## config.mk

```make
export PLATFORM = sky130hd
export DESIGN_NAME = shadow_rom_remap
export DESIGN_NICKNAME = d
export VERILOG_FILES = /design/src/rtl/shadow_rom_remap.sv
export SDC_FILE = /design/constraint.sdc
export NUM_CORES = 1
export LEC_CHECK = 0
export BUFFER_PORTS_ARGS = -buffer_cell sky130_fd_sc_hd__buf_2
export CORE_AREA = 2 2 39 41
export CTS_CLUSTER_DIAMETER = 30
export DETAILED_ROUTE_END_ITERATION = 8
export DIE_AREA = 0 0 41 43
export GPL_TIMING_DRIVEN = 0
export HOLD_SLACK_MARGIN = 0.05
export MAX_ROUTING_LAYER = met4
export PLACE_DENSITY = 0.44
export SLEW_MARGIN = 20
export SYNTH_ARGS = -nofsm -noshare
export SYNTH_HDL_FRONTEND = slang
export SYNTH_SLANG_ARGS = --single-unit
```

## constraint.sdc

```tcl
create_clock -name clk -period 0.8 [get_ports clk]
set_input_delay 0.12 -clock clk [delete_from_list [all_inputs] [get_ports clk]]
set_output_delay 0.12 -clock clk [all_outputs]
set_load 0.005 [all_outputs]
```

## src/rtl/shadow_rom_remap.sv

```systemverilog
module shadow_rom_remap #(
  parameter int          AW    = 24,
  parameter int          TAGW  = 5,
  parameter logic [4:0]  WIN_A = 5'b11100,
  parameter logic [4:0]  WIN_B = 5'b11111
) (
  input  logic          clk,
  input  logic          por_n,
  input  logic          bus_rst_n,
  input  logic [AW-1:0] addr,
  input  logic          rd,
  input  logic          wr,
  input  logic          ctl_wr,
  input  logic          ctl_remap,
  output logic          rom_sel,
  output logic          ram_sel,
  output logic          ram_we
);
  localparam int TLSB = AW - TAGW;

  logic            remap_en;
  logic [TAGW-1:0] tag;
  logic            hit, go, wr_acc, rd_acc;

  always_ff @(posedge clk or negedge por_n)
    if (!por_n)                   remap_en <= 1'b0;
    else if (bus_rst_n && ctl_wr) remap_en <= ctl_remap;

  assign tag    = addr[AW-1:TLSB];
  assign hit    = (tag == WIN_A) || (tag == WIN_B);
  assign go     = bus_rst_n && hit;
  assign wr_acc = go && wr;
  assign rd_acc = go && rd && !wr;

  assign rom_sel = rd_acc && !remap_en;
  assign ram_we  = wr_acc && !remap_en;
  assign ram_sel = ram_we || (rd_acc && remap_en);
endmodule


```

==> Word level (Yosys, flattened, before mapping) <==
Index checks and enable logic that the tools add are counted.
W data, S select, Z words.
{ "word_totals": {"ff_bits": 1, "inputBits": 31} }
{ "classes": {"n_eq_ne": 2, "n_reduce_logical": 12} }
{ "op_table": {"columns": ["operator", "n"], "rows": [
  ["$eq A5 B5 Y1 const B", 2],
  ["$logic_and A1 B1 Y1", 8],
  ["$logic_not A1 Y1", 2],
  ["$logic_or A1 B1 Y1", 2]
]} }

==> Logic depth before layout (Yosys ltp) <==
Gate-level depths: netlist of run 1.
{ "depth": {"depth_word": 7, "ltp_mapped": 2, "mapped_depth_nobuf": 2} }

==> Worst setup path after synthesis of run 1 <==
No wires, ideal clock.
{ "synth_path": {"path_kind": "reg2out", "start": "register remap_en", "end": "output port ram_sel", "arrival_ns": 0.774, "required_ns": 0.680, "path_slack_ns": -0.094, "path_stages_with_launch": 3, "path_cell_list": "dfrtp_1 -> nand2b_1 -> a211oi_1"} }
{ "synth_via": {"elab_chain_cells": 3} }
{ "synth_rtl": {"columns": ["element", "line", "source"], "rows": [
  ["start, declared", "21", "logic remap_en;"],
  ["start signal, assigned", "27", "else if (bus_rst_n && ctl_wr) remap_en <= ctl_remap;"],
  ["$logic_not A1 Y1", "36", "assign ram_we = wr_acc && !remap_en;"],
  ["$logic_and A1 B1 Y1", "36", null],
  ["$logic_or A1 B1 Y1 (*)", "37", "assign ram_sel = ram_we || (rd_acc && remap_en);"],
  ["end, declared", "16", "output logic ram_sel,"]
]} }
Every way passes the cells marked *; elsewhere a longest branch is shown, timed or not.

==> Worst setup path in the final report of run 1 <==
Same ends and word-level chain as after synthesis.

==> results.yml, run 1 <==
status:
  outcome: "finished with violations"
  violations: "negative setup slack"
cells_and_area:
  nNetsFinal: 59
  insertedDiodeCount: 0
  instances_no_fill: 42
  layout-drive-gt1-share_pct: 80.77
  top_register: "remap_en"
  syn_to_final_growth_pct: 117.6
  largest_reg_flops: 1
  fill_cells: 158
  top_regs: "remap_en (1)"
route:
  drc: 0
  drtIter0Drc: 3
  routedWlPerCell_um: 8.595
  route.vias.total: 133
  totalWireLength_um: 361
  antenna_left: 0
  viasPerCell: 3.167
  firstDrtPassIters: 4
grt:
  grt_max_degree: 5
  grt_pass1_wl_um: 434
  grt_pass1_vias: 108
  grt_overflow: 0
  antenna_found_initial: 0
  track_usage_pct: 3.498
worst_setup_path:
  worstSetupEndpointType: "output pin"
  start_kind: "register"
  critical_path_arrival_ps: 880
  critPathMaxFanout: 4
  worst_ep_required_time_ps: 680
  path_class: "register to output pin"
synthesis:
  yosysTopAreaCellShare_pct: 23.53
  synth-edff-count: 0
  synth_area_um2: 106.4
  avgSynthCellArea_um2: 9.668
  synth.net_count: 42
  synth.top_cells.by_area: "dfrtp_1, nand2b_1, nand4_2, nor4_2, mux2_2"
  synth_area_leader_cell: "dfrtp_1"
  synth_flop_cell: "dfrtp_1"
  synthCells: 11
  synth_most_common_cell: "nand2b_1"
  synth_warnings: 0
  async_flop_share_pct: 100.0
  ys_seq_area_share_pct: 23.53
  ys_ff_latch: 1
  synth_cell_types: 10
min_path:
  min_path_type: "input port to register"
sta:
  tightest_slew_ps: 232.2
  hold_viol: 0
  slew_viol_final: 0
  fin_crit_ps: 1001
  rsz0062_at_grt: "true"
  period_share_pct: 125.1
  fmax_ghz: 0.9991
  setup_viol: 3
  finClkSkew_ps: 0
  relSlewSlack_pct: 84.51
  fin_ws_ps: -200.9
die:
  fp.dieW_um: 41
  pin_count: 34
  start_util_pct: 7.685
  die_h_um: 43
  core-area_um2: 1384
  dieArea_um2: 1763
  rows: 14
pwr:
  power_density_nw_per_um2: 655.3
  power.leakage_nw: 0.1064
  power_mw: 0.1517
  vdd_drop_max_v: 0.0003213
cts:
  post_cts_buffers: 0
  path_clk_slew_ps: 0
  clock_latency_ps: 0
placement:
  port_buffers: 14
  post-place-cells: 41
  dpl.hpwl_um: 341.1
  gp_congestion: 0.5941
job:
  cap_violations: 0
cell families (layout without fill, tap and decap cells):
logic type      Yosys count  in the layout  share of synthesized area (%)
buf+inv                   0             15                              0
simple gates              7              7                          50.58
flops                     1              1                          23.53
mux                       1              1                          10.59
compound gates            1              1                          7.061
xor+xnor                  1              1                          8.237
area by class of cell:
cell class / instances / area [um^2] / area share, %
Multi-Input combinational cell: 10 / 106.4 / 45.95
Timing Repair Buffer: 15 / 80.08 / 34.59
Sequential cell: 1 / 25.02 / 10.81
Tap cell: 16 / 20.02 / 8.649
routing by layer:
| metal | vias to the layer above | wire length, um | GRT usage [%] | share of wire (%) |
|---|---|---|---|---|
| li1 | 71 | - | - | - |
| met1 | 47 | 200 | 6.752 | 55 |
| met2 | 15 | 67 | 3.438 | 19 |
| met3 | 0 | 93 | 1.047 | 26 |
| met4 | 0 | 0 | 0 | 0 |
| met5 | - | 0 | - | 0 |
critical path: stages, from the launching register on:
cell      delay [ps]
dfrtp_1          390
nand2b_4         160
a211oi_2         190
buf_2            140
per-stage QoR:
stage	hold slack [ps]	setup TNS [ps]	worst slack [ps]	util, %	cell area [um^2]
5_1_grt	370.0	-563.4	-231.9	16.73	231.5
3_5_place_dp	-97.01	-428.7	-197.4	15.46	214.0
4_1_cts	357.9	-491.9	-201.2	16.73	231.5
3_3_place_gp	-97.79	-431.1	-196.6	15.46	214.0
2_1_floorplan	-175.6	-40.05	-40.05	-	123.9
6_report	355.1	-412.8	-200.9	16.73	231.5
power by group:
group	switching, mW	total [mW]	internal, mW
clock network	0	0	0
registers	0.00838	0.0675	0.0591
logic	0.0357	0.0842	0.0485
repair_timing:
item	4_1_cts	5_1_grt
hold endpoints to repair	1	0
endpoints found under the setup margin	3	3
gates resized for setup	1	0
hold buffers	1	0
pin swaps	1	1
cloned	0	0
worst paths after layout:
check / from / to / slack (ps) / cells past startpoint
hold / removal: ctl_remap / remap_en / 360 / 2
setup / recovery: remap_en / ram_sel / -200 / 3
hold reg to reg: remap_en / remap_en / 570 / 1
min in group asynchronous: por_n / remap_en / 430 / 2
max in group asynchronous: por_n / remap_en / 270 / 2
setup reg to reg: remap_en / remap_en / 20 / 1
cell usage in the layout (no fill, tap or decap), drive strengths merged:
| master | n |
|---|---|
| nand2b | 2 |
| buf | 14 |
| nand3b | 1 |
| mux2 | 1 |
| nand2 | 1 |
| nor3 | 1 |
| nand4 | 1 |
| a211oi | 1 |
| nor4 | 1 |
| dfrtp | 1 |
| xor2 | 1 |
| dlygate4sd3 | 1 |
(Power assumes the default switching activity.)
==> run 2: changes to the inputs <==
==> constraint.sdc (replaced) <==
create_clock -name clk -period 0.86 [get_ports clk]
set_input_delay 0.129 -clock clk [delete_from_list [all_inputs] [get_ports clk]]
set_output_delay 0.129 -clock clk [all_outputs]
set_load 0.005 [all_outputs]
==> run 2 against run 1 <==
The run still ends with negative setup slack left. Clock skew unchanged. Core utilization up 0.81 points. Sequential share of layout area down 0.50 points. First-iteration DRC count down 100%. Cell area up 4.9%. Via count up 6.0%. Hold slack better by 11 ps. Largest cell class unchanged.
==> results.yml, run 2 (synthesis gave the netlist of run 1 again) <==
cells_and_area:
  top_register: "remap_en"
  fill_cells: 156
  nNetsFinal: 59
  insertedDiodeCount: 0
  instances_no_fill: 42
  syn_to_final_growth_pct: 128.2
  largest_reg_flops: 1
  final_cell_mix: "buf_2, nand2b_4"
  layout-drive-gt1-share_pct: 80.77
  top_regs: "remap_en (1)"
  final_common_cell: "buf_2"
grt:
  grt_overflow: 0
  track_usage_pct: 4.103
  grt_busiest_layer: "met1"
  use_met2_pct: 5.000
  grt_pass1_wl_um: 517
  grt_max_degree: 5
  grt_pass1_vias: 128
  antenna_found_initial: 0
  grt_util_met1_pct: 7.006
  grt.met3_usage_pct: 1.047
worst_setup_path:
  reg2reg_slack_ps: 80
  worstPathCellList: "nand2b_4, a211oi_2, buf_2"
  worstSetupEndpointType: "output pin"
  path_class: "register to output pin"
  worst_ep_required_time_ps: 730
  critical_path_arrival_ps: 840
  critPathMaxFanout: 4
  max_stage_delay_ps: 390
  worstRegToRegCells: 1
  r2r_end: "remap_en"
  crit_slowest_cell: "dfrtp_1"
  worst_r2r_startpoint: "remap_en"
  start_kind: "register"
sta:
  slew_viol_final: 0
  period_share_pct: 113.0
  finClkSkew_ps: 0
  fin_crit_ps: 971.7
  relSlewSlack_pct: 86.00
  setup-tns-final_ps: -245.3
  fmax_ghz: 1.029
  setup_viol: 3
  rsz0062_at_grt: "true"
  whs_ps: 365.8
  fin_ws_ps: -111.7
  tightest_slew_ps: 209.9
  hold_viol: 0
pwr:
  power_density_nw_per_um2: 606.0
  vdd_drop_max_v: 0.0003263
  power.leakage_nw: 0.1100
route:
  totalWireLength_um: 387
  antenna_left: 0
  route.vias.total: 141
  drc: 0
  drtIter0Drc: 0
  firstDrtPassIters: 1
  viasPerCell: 3.357
  routedWlPerCell_um: 9.214
min_path:
  min_from: "ctl_remap"
  min_path_type: "input port to register"
  holdPathStages: 2
  hold_end: "remap_en"
die:
  rows: 14
  dieArea_um2: 1763
  fp.dieW_um: 41
  start_util_pct: 7.685
  pin_count: 34
  core-area_um2: 1384
  die_h_um: 43
status:
  outcome: "finished with violations"
  violations: "negative setup slack"
placement:
  gp_congestion: 0.6090
  port_buffers: 14
  post-place-cells: 41
  pre_cts_ws_ps: -144.0
cts:
  path_clk_slew_ps: 0
  clock_latency_ps: 0
job:
  cap_violations: 0
run 2: cell counts in the layout (fill, tap and decap cells not counted):
Identical to the previous run, type by type.
run 2: final cells by class:
type | count | area (um^2) | share of cell area (%)
multi-input combinational | 10 | 117.6 | 48.45
timing repair buffer | 15 | 80.08 | 32.99
sequential | 1 | 25.02 | 10.31
tap | 16 | 20.02 | 8.247
run 2: worst max-delay path by stage:
stage          startpoint  slack (ps)  cells after the start       to
2_1_floorplan    remap_en          -9                      2  ram_sel
3_3_place_gp     remap_en        -150                      3  ram_sel
3_5_place_dp     remap_en        -140                      3  ram_sel
4_1_cts          remap_en        -120                      3  ram_sel
5_1_grt          remap_en        -160                      3  ram_sel
6_report         remap_en        -110                      3  ram_sel
run 2: layer usage:
metal / wire [um] / up-vias
li1: - / 72
met4: 0 / 0
met3: 100 / 0
met1: 187 / 54
met2: 98 / 15
met5: 0 / -
run 2: timing repair:
item,4_1_cts,5_1_grt
hold endpoints to repair,1,0
resized for setup,1,3
hold buffers,1,0
setup endpoints to repair,3,3
pin swaps,0,2
buffers inserted,0,0
run 2: stage by stage:
step	instance area, um^2	utilization, %	power (mW)
global route	242.7	17.54	0.1557
finish	242.7	17.54	0.1471
floorplan	111.4	-	0.08920
detailed placement	201.4	14.56	0.1241
CTS	219.0	15.82	0.1362
global placement	201.4	14.56	0.1253
run 2: worst max-delay path: cells and delay by family, from the launching register on:
| kind | cells | cell delay, ps |
|---|---|---|
| flip-flops | 1 | 390 |
| AND/OR/NAND/NOR | 1 | 160 |
| AO/OA/AOI/OAI | 1 | 160 |
| buffers and inverters | 1 | 140 |
run 2: report_power, final:
part / total (mW) / switching, mW / internal, mW
Combinational: 0.0842 / 0.0355 / 0.0487
Sequential: 0.0629 / 0.00792 / 0.0550
Clock: 0 / 0 / 0
==> run 3: changes to the inputs <==
--- a/config.mk
+++ b/config.mk
@@ -5,15 +5,17 @@
 export SDC_FILE = /design/constraint.sdc
 export NUM_CORES = 1
 export LEC_CHECK = 0
+export ABC_AREA = 1
 export BUFFER_PORTS_ARGS = -buffer_cell sky130_fd_sc_hd__buf_2
 export CORE_AREA = 2 2 39 41
+export CTS_BUF_LIST = sky130_fd_sc_hd__clkbuf_16
 export CTS_CLUSTER_DIAMETER = 30
 export DETAILED_ROUTE_END_ITERATION = 8
 export DIE_AREA = 0 0 41 43
 export GPL_TIMING_DRIVEN = 0
 export HOLD_SLACK_MARGIN = 0.05
 export MAX_ROUTING_LAYER = met4
-export PLACE_DENSITY = 0.44
+export PLACE_DENSITY = 0.45
 export SLEW_MARGIN = 20
 export SYNTH_ARGS = -nofsm -noshare
 export SYNTH_HDL_FRONTEND = slang
==> run 3 against run 2 <==
The flow still finishes with violations (negative setup slack). Combinational power is 10% higher. Die area stayed put. Register-to-register slack worse by 20 ps. Hold slack worse by 39 ps. Synthesized area is 8.2% higher. Cell count is 29% higher. Routed wire length is 9.3% lower. Global-route usage stayed put. Sequential power is 3% lower. Cell area is 14% higher. Critical path type unchanged. Largest cell class unchanged. Highest routed layer unchanged.
==> results.yml, run 3 <==
status:
  outcome: "finished with violations"
  violations: "negative setup slack"
synthesis:
  synth-edff-count: 0
  avgSynthCellArea_um2: 5.232
  synthXorXnorAreaFrac_pct: 0
  synth-compound-area-share_pct: 9.783
  synth_simple_gate_area_share_pct: 48.91
  synth_mux_area_share_pct: 0
  async_flop_share_pct: 100.0
  synth_flop_cell: "dfrtp_1"
  synth_common_cells: "inv_1, nand2_1, nor2_1"
  synth_cell_types: 9
  synth.net_count: 53
  synth_area_leader_cell: "dfrtp_1"
  synth.top_cells.by_area: "dfrtp_1, inv_1, nand2_1, nor2_1, nand3_1"
  ys_ff_latch: 1
  synth_warnings: 0
  yosysTopAreaCellShare_pct: 21.74
  synth_area_um2: 115.1
  synth_top_family_by_area: "simple AND/OR/NAND/NOR gates"
  synthCells: 22
  ys_seq_area_share_pct: 21.74
  synth_fa_ha_area_share_pct: 0
job:
  cap_violations: 0
sta:
  relSlewSlack_pct: 90.53
  rsz0062_at_grt: "true"
  whs_ps: 327.3
  setup_viol: 2
  fin_crit_ps: 890.5
  period_share_pct: 103.5
  fin_ws_ps: -30.46
  tightest_slew_ps: 142.0
  hold_viol: 0
  slew_viol_final: 0
  finClkSkew_ps: 0
  setup-tns-final_ps: -48.22
  fmax_ghz: 1.123
grt:
  antenna_found_initial: 0
  grt_pass1_vias: 168
  grt_pass1_wl_um: 531
  track_usage_pct: 4.103
  grt_overflow: 0
  grt_max_degree: 5
placement:
  post-place-cells: 52
  port_buffers: 14
  gp_congestion: 0.5978
  dpl.hpwl_um: 302
  pre_cts_ws_ps: -64.92
route:
  drtIter0Drc: 2
  routedWlPerCell_um: 6.500
  drc: 0
  firstDrtPassIters: 4
  totalWireLength_um: 351
  antenna_left: 0
  route.vias.total: 187
  viasPerCell: 3.463
cells_and_area:
  largest_reg_flops: 1
  nNetsFinal: 71
  layout-drive-gt1-share_pct: 68.42
  insertedDiodeCount: 0
  top_regs: "remap_en (1)"
  final_core_util_pct: 19.98
  final_common_cell: "buf_2"
  instances_no_fill: 54
  syn_to_final_growth_pct: 140.2
  top_register: "remap_en"
  final_cell_mix: "buf_2, inv_1, nand2_1"
die:
  start_util_pct: 8.318
  rows: 14
  die_h_um: 43
  core-area_um2: 1384
  pin_count: 34
  dieArea_um2: 1763
  fp.dieW_um: 41
pwr:
  power.leakage_nw: 0.1571
  power_density_nw_per_um2: 557.1
  vdd_drop_max_v: 0.0002646
cts:
  clock_latency_ps: 0
  path_clk_slew_ps: 0
worst_setup_path:
  critical_path_arrival_ps: 760
  worst_ep_required_time_ps: 730
  critPathMaxFanout: 4
  path_buf_inv: 1
  crit_slowest_cell: "dfrtp_1"
  path_class: "register to output pin"
  worstPathCellList: "nor2_2, nand3_2, nand2_1, buf_2"
  worstSetupEndpointType: "output pin"
  critPathTopFamily: "flip-flops"
  start_kind: "register"
  max_stage_delay_ps: 390
min_path:
  min_path_type: "input port to register"
==> run 3: worst paths after layout <==
| check | end | slack (ps) | cells after the start | startpoint |
|---|---|---|---|---|
| setup / recovery | ram_sel | -30 | 4 | remap_en |
| hold / removal | remap_en | 330 | 2 | bus_rst_n |
| setup reg to reg | remap_en | 60 | 3 | remap_en |
| hold reg to reg | remap_en | 700 | 3 | remap_en |
| max in group asynchronous | remap_en | 330 | 2 | por_n |
| min in group asynchronous | remap_en | 440 | 2 | por_n |
==> run 3: what timing repair did <==
action	CTS	global route
pin swaps	3	6
gates resized for setup	0	16
setup endpoints to repair	2	4
hold buffers	1	0
hold endpoints to repair	1	0
buffers inserted	1	0
==> run 3: per-layer routing <==
metal	track usage [%]	vias up	wire length, um
li1	-	100	-
met1	4.140	77	122
met2	8.125	10	190
met3	0.5236	0	38
met4	0	0	0
met5	-	-	0
==> run 3: metrics by stage <==
step / power (mW) / cell area, um^2
2_1_floorplan: 0.08157 / 115.1
3_3_place_gp: 0.1125 / 205.2
3_5_place_dp: 0.1141 / 205.2
4_1_cts: 0.1264 / 222.7
5_1_grt: 0.1655 / 276.5
6_report: 0.1540 / 276.5
==> run 3: worst reg2reg max path: stages, from the launching register on <==
cell and delay (ps):
dfrtp_1 390, buf_4 150, a21oi_2 80, a31oi_1 40
==> run 3: report_power, final <==
group	internal [mW]	total (mW)	switching [mW]
clock	0	0	0
sequential	0.0540	0.0612	0.00716
combinational	0.0517	0.0929	0.0412
total	0.106	0.154	0.0483
==> run 3: layout make-up <==
class	instances	area [um^2]
tap	16	20.02
fill	169	1107
multi-input combinational	15	108.9
sequential	1	25.02
inverter	6	22.52
timing repair buffer	16	100.1
==> run 3: kinds of logic (layout without fill, tap and decap cells) <==
family / count (synthesis) / in the layout
AND/OR/NAND/NOR: 13 / 13
buffers and inverters: 6 / 22
AO/OA/AOI/OAI: 2 / 2
flip-flops: 1 / 1
